**src/rtl/rxq_pkg.sv**
```systemverilog
package rxq_pkg;
  localparam int LEN_W = 11;
  localparam int ERR_W = 4;

  localparam logic [4:0] OP_RX_RESET = 5'd5;
  localparam logic [4:0] OP_DISCARD  = 5'd8;

  localparam logic [ERR_W-1:0] CODE_OVERRUN  = 4'b1000;
  localparam logic [ERR_W-1:0] CODE_OVERSIZE = 4'b1001;

  // One queued packet
  typedef struct packed {
    logic             done;
    logic [ERR_W-1:0] err;
    logic [LEN_W-1:0] len;
  } rxqEntry_t;

  // Control to datapath strobes
  typedef struct packed {
    logic             push;
    logic             byteIn;
    logic             endPkt;
    logic [ERR_W-1:0] endErr;
    logic             byteOut;
    logic             pop;
    logic             clear;
  } rxqStrobe_t;
endpackage

```
**src/rtl/rxq_ctrl.sv**
```systemverilog
module rxq_ctrl
  import rxq_pkg::*;
#(
  parameter int MAX_PKTS  = 8,
  parameter int BUF_BYTES = 2048,
  parameter int MAX_LEN   = 1514,
  parameter int OVR_HYST  = 4,
  localparam int CNT_W = $clog2(MAX_PKTS + 1),
  localparam int BUF_W = $clog2(BUF_BYTES + 1)
) (
  input  logic             clk,
  input  logic             rstN,
  input  logic             macStart,
  input  logic             macByte,
  input  logic             macEnd,
  input  logic [ERR_W-1:0] macErr,
  input  logic             hostRead,
  input  logic             cmdValid,
  input  logic [15:0]      cmdWord,
  input  logic [CNT_W-1:0] pktCount,
  input  logic [BUF_W-1:0] bufUsed,
  input  logic [LEN_W-1:0] curLen,
  input  logic             topDone,
  input  logic [LEN_W-1:0] topLen,
  input  logic [LEN_W-1:0] readIdx,
  output rxqStrobe_t       strobe,
  output logic             receiving,
  output logic             rxOverrun,
  output logic             rxUnderrun
);
  localparam logic [BUF_W-1:0] FULL_LVL  = BUF_W'(BUF_BYTES);
  localparam logic [BUF_W-1:0] CLEAR_LVL = BUF_W'(BUF_BYTES - OVR_HYST);
  localparam logic [LEN_W-1:0] LEN_CAP   = LEN_W'(MAX_LEN);
  localparam logic [CNT_W-1:0] CNT_CAP   = CNT_W'(MAX_PKTS);

  logic lostBytes, tooLong;
  logic isClear, isDiscard, queueEmpty, bufFull;
  logic dropFull, dropLong, readBad;

  always_comb begin
    isClear    = cmdValid && (cmdWord[15:11] == OP_RX_RESET);
    isDiscard  = cmdValid && (cmdWord[15:11] == OP_DISCARD);
    queueEmpty = (pktCount == '0);
    bufFull    = (bufUsed >= FULL_LVL);
    strobe     = '0;
    dropFull   = 1'b0;
    dropLong   = 1'b0;
    readBad    = 1'b0;
    if (isClear) begin
      strobe.clear = 1'b1;
    end else begin
      strobe.pop     = isDiscard && !queueEmpty && topDone;
      strobe.push    = macStart && !receiving && !rxOverrun && (pktCount < CNT_CAP);
      dropFull       = macByte && receiving && bufFull;
      dropLong       = macByte && receiving && !bufFull && (curLen >= LEN_CAP);
      strobe.byteIn  = macByte && receiving && !bufFull && (curLen < LEN_CAP);
      strobe.endPkt  = macEnd && receiving;
      if (lostBytes || dropFull)      strobe.endErr = CODE_OVERRUN;
      else if (tooLong || dropLong)   strobe.endErr = CODE_OVERSIZE;
      else                            strobe.endErr = macErr;
      readBad        = hostRead && !strobe.pop && (queueEmpty || (readIdx >= topLen));
      strobe.byteOut = hostRead && !strobe.pop && !readBad;
    end
  end

  always_ff @(posedge clk or negedge rstN) begin
    if (!rstN) begin
      receiving  <= 1'b0;
      lostBytes  <= 1'b0;
      tooLong    <= 1'b0;
      rxOverrun  <= 1'b0;
      rxUnderrun <= 1'b0;
    end else if (strobe.clear) begin
      receiving  <= 1'b0;
      lostBytes  <= 1'b0;
      tooLong    <= 1'b0;
      rxOverrun  <= 1'b0;
      rxUnderrun <= 1'b0;
    end else begin
      if (strobe.push) begin
        receiving <= 1'b1;
        lostBytes <= 1'b0;
        tooLong   <= 1'b0;
      end else begin
        if (strobe.endPkt) receiving <= 1'b0;
        if (dropFull)      lostBytes <= 1'b1;
        if (dropLong)      tooLong   <= 1'b1;
      end
      if (readBad) rxUnderrun <= 1'b1;
      if (bufFull)                     rxOverrun <= 1'b1;
      else if (bufUsed <= CLEAR_LVL)   rxOverrun <= 1'b0;
    end
  end

  AST_UNDERRUN_STICKY: assert property (@(posedge clk) disable iff (!rstN)
    rxUnderrun && !strobe.clear |=> rxUnderrun);
  AST_NO_START_IN_OVR: assert property (@(posedge clk) disable iff (!rstN)
    rxOverrun |-> !strobe.push);
  AST_LEN_CAP: assert property (@(posedge clk) disable iff (!rstN)
    curLen <= LEN_CAP);
  AST_RECV_DROPS: assert property (@(posedge clk) disable iff (!rstN)
    strobe.endPkt |=> !receiving);
endmodule

```
**src/rtl/rxq_datapath.sv**
```systemverilog
module rxq_datapath
  import rxq_pkg::*;
#(
  parameter int MAX_PKTS  = 8,
  parameter int BUF_BYTES = 2048,
  localparam int PTR_W = (MAX_PKTS > 1) ? $clog2(MAX_PKTS) : 1,
  localparam int CNT_W = $clog2(MAX_PKTS + 1),
  localparam int BUF_W = $clog2(BUF_BYTES + 1)
) (
  input  logic             clk,
  input  logic             rstN,
  input  rxqStrobe_t       strobe,
  output logic [CNT_W-1:0] pktCount,
  output logic [BUF_W-1:0] bufUsed,
  output logic [LEN_W-1:0] curLen,
  output logic             topDone,
  output logic [LEN_W-1:0] topLen,
  output logic [LEN_W-1:0] readIdx,
  output logic [15:0]      statusWord,
  output logic             rxComplete,
  output logic             statusOverrun
);
  localparam logic [PTR_W-1:0] LAST_PTR = PTR_W'(MAX_PKTS - 1);
  localparam logic [CNT_W-1:0] CNT_CAP  = CNT_W'(MAX_PKTS);

  rxqEntry_t        entries [MAX_PKTS];
  rxqEntry_t        topEntry;
  logic [PTR_W-1:0] headPtr, tailPtr, curPtr;
  logic [BUF_W-1:0] freed;

  function automatic logic [PTR_W-1:0] nextPtr(input logic [PTR_W-1:0] p);
    return (p == LAST_PTR) ? '0 : p + 1'b1;
  endfunction

  always_comb begin
    topEntry = entries[headPtr];
    topDone  = topEntry.done;
    topLen   = topEntry.len;
    curLen   = entries[curPtr].len;
    freed    = strobe.pop ? BUF_W'(topEntry.len - readIdx) : '0;
    if (pktCount == '0)
      statusWord = 16'h8000;
    else if (!topEntry.done)
      statusWord = {1'b1, 4'b0000, topEntry.len};
    else
      statusWord = {1'b0, topEntry.err, topEntry.len};
    rxComplete    = (pktCount != '0) && topEntry.done;
    statusOverrun = (pktCount == CNT_CAP);
  end

  always_ff @(posedge clk) begin
    if (strobe.push && !strobe.clear) begin
      entries[tailPtr] <= '0;
    end else if (!strobe.clear) begin
      if (strobe.byteIn) entries[curPtr].len <= entries[curPtr].len + 1'b1;
      if (strobe.endPkt) begin
        entries[curPtr].done <= 1'b1;
        entries[curPtr].err  <= strobe.endErr;
      end
    end
  end

  always_ff @(posedge clk or negedge rstN) begin
    if (!rstN) begin
      headPtr  <= '0;
      tailPtr  <= '0;
      curPtr   <= '0;
      pktCount <= '0;
      bufUsed  <= '0;
      readIdx  <= '0;
    end else if (strobe.clear) begin
      headPtr  <= '0;
      tailPtr  <= '0;
      curPtr   <= '0;
      pktCount <= '0;
      bufUsed  <= '0;
      readIdx  <= '0;
    end else begin
      if (strobe.push) begin
        curPtr  <= tailPtr;
        tailPtr <= nextPtr(tailPtr);
      end
      if (strobe.pop) begin
        headPtr <= nextPtr(headPtr);
        readIdx <= '0;
      end else if (strobe.byteOut) begin
        readIdx <= readIdx + 1'b1;
      end
      pktCount <= pktCount + CNT_W'(strobe.push) - CNT_W'(strobe.pop);
      bufUsed  <= bufUsed + BUF_W'(strobe.byteIn) - BUF_W'(strobe.byteOut) - freed;
    end
  end

  AST_PUSH_HAS_ROOM: assert property (@(posedge clk) disable iff (!rstN)
    strobe.push |-> pktCount < CNT_CAP);
  AST_POP_FINISHED: assert property (@(posedge clk) disable iff (!rstN)
    strobe.pop |-> (pktCount != '0) && topEntry.done);
  AST_READ_IN_RANGE: assert property (@(posedge clk) disable iff (!rstN)
    strobe.byteOut |-> readIdx < topEntry.len);
  AST_BUF_BOUND: assert property (@(posedge clk) disable iff (!rstN)
    bufUsed <= BUF_W'(BUF_BYTES));
  AST_CLEAR_EMPTIES: assert property (@(posedge clk) disable iff (!rstN)
    strobe.clear |=> (pktCount == '0) && (bufUsed == '0));
endmodule

```
**src/rtl/rx_status_queue.sv**
```systemverilog
module rx_status_queue
  import rxq_pkg::*;
#(
  parameter int MAX_PKTS  = 8,
  parameter int BUF_BYTES = 2048,
  parameter int MAX_LEN   = 1514,
  parameter int OVR_HYST  = 4
) (
  input  logic        clk,
  input  logic        rstN,
  input  logic        macStart,
  input  logic        macByte,
  input  logic        macEnd,
  input  logic [3:0]  macErr,
  input  logic        hostRead,
  input  logic        cmdValid,
  input  logic [15:0] cmdWord,
  output logic [15:0] statusWord,
  output logic        rxComplete,
  output logic        rxReceiving,
  output logic        rxOverrun,
  output logic        statusOverrun,
  output logic        rxUnderrun,
  output logic        adapterFail
);
  localparam int CNT_W = $clog2(MAX_PKTS + 1);
  localparam int BUF_W = $clog2(BUF_BYTES + 1);

  rxqStrobe_t       strobe;
  logic [CNT_W-1:0] pktCount;
  logic [BUF_W-1:0] bufUsed;
  logic [LEN_W-1:0] curLen, topLen, readIdx;
  logic             topDone;

  rxq_ctrl #(
    .MAX_PKTS(MAX_PKTS), .BUF_BYTES(BUF_BYTES), .MAX_LEN(MAX_LEN), .OVR_HYST(OVR_HYST)
  ) u_ctrl (
    .clk(clk), .rstN(rstN),
    .macStart(macStart), .macByte(macByte), .macEnd(macEnd), .macErr(macErr),
    .hostRead(hostRead), .cmdValid(cmdValid), .cmdWord(cmdWord),
    .pktCount(pktCount), .bufUsed(bufUsed), .curLen(curLen),
    .topDone(topDone), .topLen(topLen), .readIdx(readIdx),
    .strobe(strobe), .receiving(rxReceiving),
    .rxOverrun(rxOverrun), .rxUnderrun(rxUnderrun)
  );

  rxq_datapath #(
    .MAX_PKTS(MAX_PKTS), .BUF_BYTES(BUF_BYTES)
  ) u_dp (
    .clk(clk), .rstN(rstN), .strobe(strobe),
    .pktCount(pktCount), .bufUsed(bufUsed), .curLen(curLen),
    .topDone(topDone), .topLen(topLen), .readIdx(readIdx),
    .statusWord(statusWord), .rxComplete(rxComplete),
    .statusOverrun(statusOverrun)
  );

  assign adapterFail = rxUnderrun;
endmodule

```
**config.mk**
```make
export PLATFORM = sky130hd
export DESIGN_NAME = rx_status_queue
export DESIGN_NICKNAME = d
export VERILOG_FILES = /design/src/rtl/rxq_pkg.sv /design/src/rtl/rxq_ctrl.sv /design/src/rtl/rxq_datapath.sv /design/src/rtl/rx_status_queue.sv
export SDC_FILE = /design/constraint.sdc
export NUM_CORES = 1
export LEC_CHECK = 0
export ABC_AREA = 0
export BUFFER_PORTS_ARGS = -buffer_cell sky130_fd_sc_hd__clkbuf_2
export CAP_MARGIN = 10
export CORE_UTILIZATION = 50
export DETAILED_ROUTE_END_ITERATION = 10
export PLACE_DENSITY_LB_ADDON = 0.12
export SYNTH_ARGS = -nofsm -noshare
export SYNTH_HDL_FRONTEND = slang
export SYNTH_SLANG_ARGS = --single-unit
```
**constraint.sdc**
```tcl
create_clock -name clk -period 14.8 [get_ports clk]
set_input_delay 0.74 -clock clk [delete_from_list [all_inputs] [get_ports clk]]
set_output_delay 0.74 -clock clk [all_outputs]
set_load 0.01 [all_outputs]
```
==> flow_summary.toml <==
[synthesis]
synth.distinct_cells = 73
dominantRegCellSynth = "sky130_fd_sc_hd__edfxtp_1"
yosysWarnings = 0
synth_top_area_share_pct = 39.2
synth.avg_cell_area_sq_um = 12.6
synthTopCellsByArea = "sky130_fd_sc_hd__edfxtp_1 39%, sky130_fd_sc_hd__mux4_2 11%, sky130_fd_sc_hd__dfrtp_1 10%"
synthesis.area_sq_um = 9800
synth_async_sr_flop_share_pct = 24.3
seq_area_frac_synth_pct = 49.7
postSynthNetCount = 861
synth_enable_flop_cells = 128
post-synth-top-area-cell = "sky130_fd_sc_hd__edfxtp_1"
synth-seq-cells = 169
synth_cells = 777

[clock_tree]
clock_tree.htree_level_count = 4
cts-buffers-inserted = 17
cts.root.buffer_cell = "sky130_fd_sc_hd__clkbuf_16"
worst_setup_hold_path_clk_slew_ps = 70
clock_tree.buffer_depth = 2
clkLatencyLatePin_ps = 440
ctsHoldBuffers = 0
clock_tree_from_tritoncts = "built"
post_cts.resized_instances = 0
clock_sinks = 169
cts.repair_timing.setup_buffer_count = 0

[pwr]
vdd_drop_max_mv = 0.0970
power.total_w = 0.00206
pwr_density_cell_nw_per_um2 = 190
p_leak_nw = 4.08

[floorplan]
initial_utilization_pct = 51.7
boundaryPins = 49
placeableCoreArea_sq_um = 19000
dieArea_sq_um = 20200
floorplan.die.height_um = 142
fp.dieW_um = 142
placement_rows = 50

[worst_hold_path]
hold_path.class = "in2async"

[routing]
drcViolationCount = 0
wl_mm = 22.9
detailroute.via_count = 6552
wl_per_cell_um = 21.2
routed_via_density = 6.08
drtIter0Drc = 442
detailedRoute.firstPassIterationCount = 5
ant_nets = 0

[cells_and_area]
layout.nets = 889
n_antenna_cell = 0
drive_gt1_share_pct = 20.0
areaGrowthSynthToFinish_pct = 10.3
final_util_pct = 57.0

[worst_setup_path]
reg2reg_from = "u_dp.headPtr[0]"
setup.reg_to_reg.worst_slack_ps = 7160
critPathArrivalTime_ps = 7950
rr_endpoint = "u_dp.bufUsed[11]"
crit_path_max_fanout = 23
timing.critical_path.from_type = "register"
critical_path.endpoint_type = "register"
required_ps = 15110
timing_worst_setup_path_type = "reg2reg"
worst_r2r_path_depth = 24

[grt]
via_count_of_the_first_global_routing_pass = 6705
grt_pass1_wl_mm = 36.5
grt_start_max_net_pins = 51
overflow = 0
global_route.usage.total_pct = 24.3
antenna_found_initial = 0

[timing]
timing_worst_slew_pin_value_ps = 1080
worst_slew_margin_rel_pct = 28.0
finalSetupTns_ps = 0
hold_viol_final = 0
largest_clock_skew_in_the_final_design_ps = 9.45
rsz0062_at_grt = "false"
maxSlewViolCount = 0
setup_viol = 0
fin_ws_ps = 7160
fin_hold_ws_ps = 491
max_freq_mhz = 131
period_share_pct = 51.6
shortest_period_the_worst_path_allows_ps = 7640

[placement]
dpl_worst_slack_ps = 7160
hpwl_mm = 15.7
routabilityCongestion = 0.827
io_buffers = 37

[job]
maxCapViolations = 0

[status]
status = "finished, final reports clean"
## sequential cells by signal (all words and copies together), names as in the netlist
register,cells
u_ctrl.rxUnderrun,1
u_dp.readIdx,11
u_dp.bufUsed,12
u_dp.curPtr,3
u_dp.tailPtr,3
u_dp.entries,128
u_dp.pktCount,4
u_ctrl.lostBytes,1
u_dp.headPtr,3
u_ctrl.tooLong,1
u_ctrl.rxOverrun,1
u_ctrl.receiving,1
## metal layers
| layer | track usage [%] | part of all wire, % | up-vias | wire (um) |
|---|---|---|---|---|
| li1 | - | - | 2990 | - |
| met1 | 30.9 | 43 | 3316 | 9880 |
| met2 | 41.4 | 50 | 197 | 11400 |
| met3 | 4.21 | 4.5 | 49 | 1030 |
| met4 | 9.68 | 2.5 | 0 | 574 |
| met5 | 0 | 0 | - | 0 |
## cells by family after synthesis
logic type	count (synthesis)	share of synthesized area, %
buffers and inverters	100	4.42
XOR/XNOR	25	2.24
multiplexers	89	16.1
AO/OA/AOI/OAI	99	7.40
flip-flops	169	49.7
adder cells (fa/ha/maj)	57	7.66
AND/OR/NAND/NOR	238	12.5
## cells in the mapped netlist (all sizes together), types with 4 or more instances
library cell,number
mux2i,25
nand2,54
or4,4
nor2,54
o41ai,6
nor3b,6
nor3,32
nand2b,9
and2,20
o211ai,4
nor4,5
fa,5
a21o,9
and3,5
xnor2,15
a21oi,21
buf,18
nor4b,4
or3,6
nor2b,5
o21a,4
nand4,10
o21ai,10
edfxtp,128
nand3,13
o21bai,6
a211oi,7
mux4,52
xor2,10
o22ai,4
inv,61
mux2,12
ha,52
clkbuf,21
dfrtp,41
## how the worst max path moves through the flow
stage	slack (ps)	end	startpoint
2_1_floorplan	8260	u_dp.bufUsed[11]	u_dp.headPtr[0]
3_3_place_gp	7240	u_dp.bufUsed[11]	u_dp.headPtr[0]
3_5_place_dp	7160	u_dp.bufUsed[11]	u_dp.headPtr[0]
4_1_cts	7130	u_dp.bufUsed[11]	u_dp.headPtr[0]
5_1_grt	6560	u_dp.bufUsed[11]	u_dp.headPtr[0]
6_report	7160	u_dp.bufUsed[11]	u_dp.headPtr[0]
## layout by cell type (no fill, tap or decap), types with 6 or more instances in the layout
cell type                   netlist  layout
sky130_fd_sc_hd__or3_1            6       6
sky130_fd_sc_hd__nor2_1          54      54
sky130_fd_sc_hd__dfrtp_1         41      39
sky130_fd_sc_hd__o21ai_0          8       7
sky130_fd_sc_hd__nand3_1         12      12
sky130_fd_sc_hd__nand2_1         54      54
sky130_fd_sc_hd__mux4_2          50      50
sky130_fd_sc_hd__xnor2_1         15      15
sky130_fd_sc_hd__edfxtp_1       128     128
sky130_fd_sc_hd__a211oi_1         6       6
sky130_fd_sc_hd__mux2i_1         24      24
sky130_fd_sc_hd__nand2b_1         9       9
sky130_fd_sc_hd__o21bai_1         6       6
sky130_fd_sc_hd__inv_1           59      59
sky130_fd_sc_hd__clkbuf_16        0      17
sky130_fd_sc_hd__ha_1            52      52
sky130_fd_sc_hd__nor3_1          32      31
sky130_fd_sc_hd__nor3b_1          6       6
sky130_fd_sc_hd__nand4_1         10      10
sky130_fd_sc_hd__mux2_2          12      12
sky130_fd_sc_hd__buf_4            3      10
sky130_fd_sc_hd__xor2_1          10      10
sky130_fd_sc_hd__and2_1          20      20
sky130_fd_sc_hd__clkbuf_2         0      37
sky130_fd_sc_hd__a21oi_1         21      21
sky130_fd_sc_hd__a21o_1           9       9
## per-stage QoR
| stage | instance area, sq um | cells |
|---|---|---|
| after floorplan | 9800 | 777 |
| after global placement | 10200 | 1045 |
| after detailed placement | 10200 | 1045 |
| after CTS | 10800 | 1077 |
| after global routing | 10800 | 1078 |
| final | 10800 | 1078 |
## cell type report
type / instances / area [sq um]
well taps: 260 / 325
flip-flops and latches: 169 / 4870
repair buffers: 48 / 265
inverters: 61 / 229
clock buffers: 17 / 425
fillers: 1546 / 8150
clock inverters: 15 / 178
multi-input cells: 508 / 4510
## worst max-delay path, cell delays in order, from the launching register on
cell                       delay [ps]
sky130_fd_sc_hd__dfrtp_2          650
sky130_fd_sc_hd__buf_4            530
sky130_fd_sc_hd__mux4_2           560
sky130_fd_sc_hd__mux2i_1          410
sky130_fd_sc_hd__ha_1             260
sky130_fd_sc_hd__inv_1             60
sky130_fd_sc_hd__fa_1             400
sky130_fd_sc_hd__a21o_1           180
sky130_fd_sc_hd__a21oi_1          270
sky130_fd_sc_hd__o21ai_0          200
sky130_fd_sc_hd__a2111o_1         410
sky130_fd_sc_hd__nand4_1          490
sky130_fd_sc_hd__nor2_1           170
sky130_fd_sc_hd__inv_1            120
sky130_fd_sc_hd__fa_1             220
sky130_fd_sc_hd__fa_1             420
sky130_fd_sc_hd__ha_1             240
sky130_fd_sc_hd__fa_1             410
sky130_fd_sc_hd__a21o_1           200
sky130_fd_sc_hd__a21oi_1          210
sky130_fd_sc_hd__o21ai_0          160
sky130_fd_sc_hd__o41ai_1          470
sky130_fd_sc_hd__o21ai_0          230
sky130_fd_sc_hd__xnor2_1          170
sky130_fd_sc_hd__nor2_1            60
## power by group
group          internal, W  total, W  leakage [nW]  switching (W)
combinational     0.000396  0.000920          2.10       0.000523
sequential        0.000615  0.000684          1.70      0.0000689
clock             0.000241  0.000452         0.288       0.000211
total              0.00125   0.00206          4.08       0.000803
Note: power is estimated with default switching activity, not from simulation.
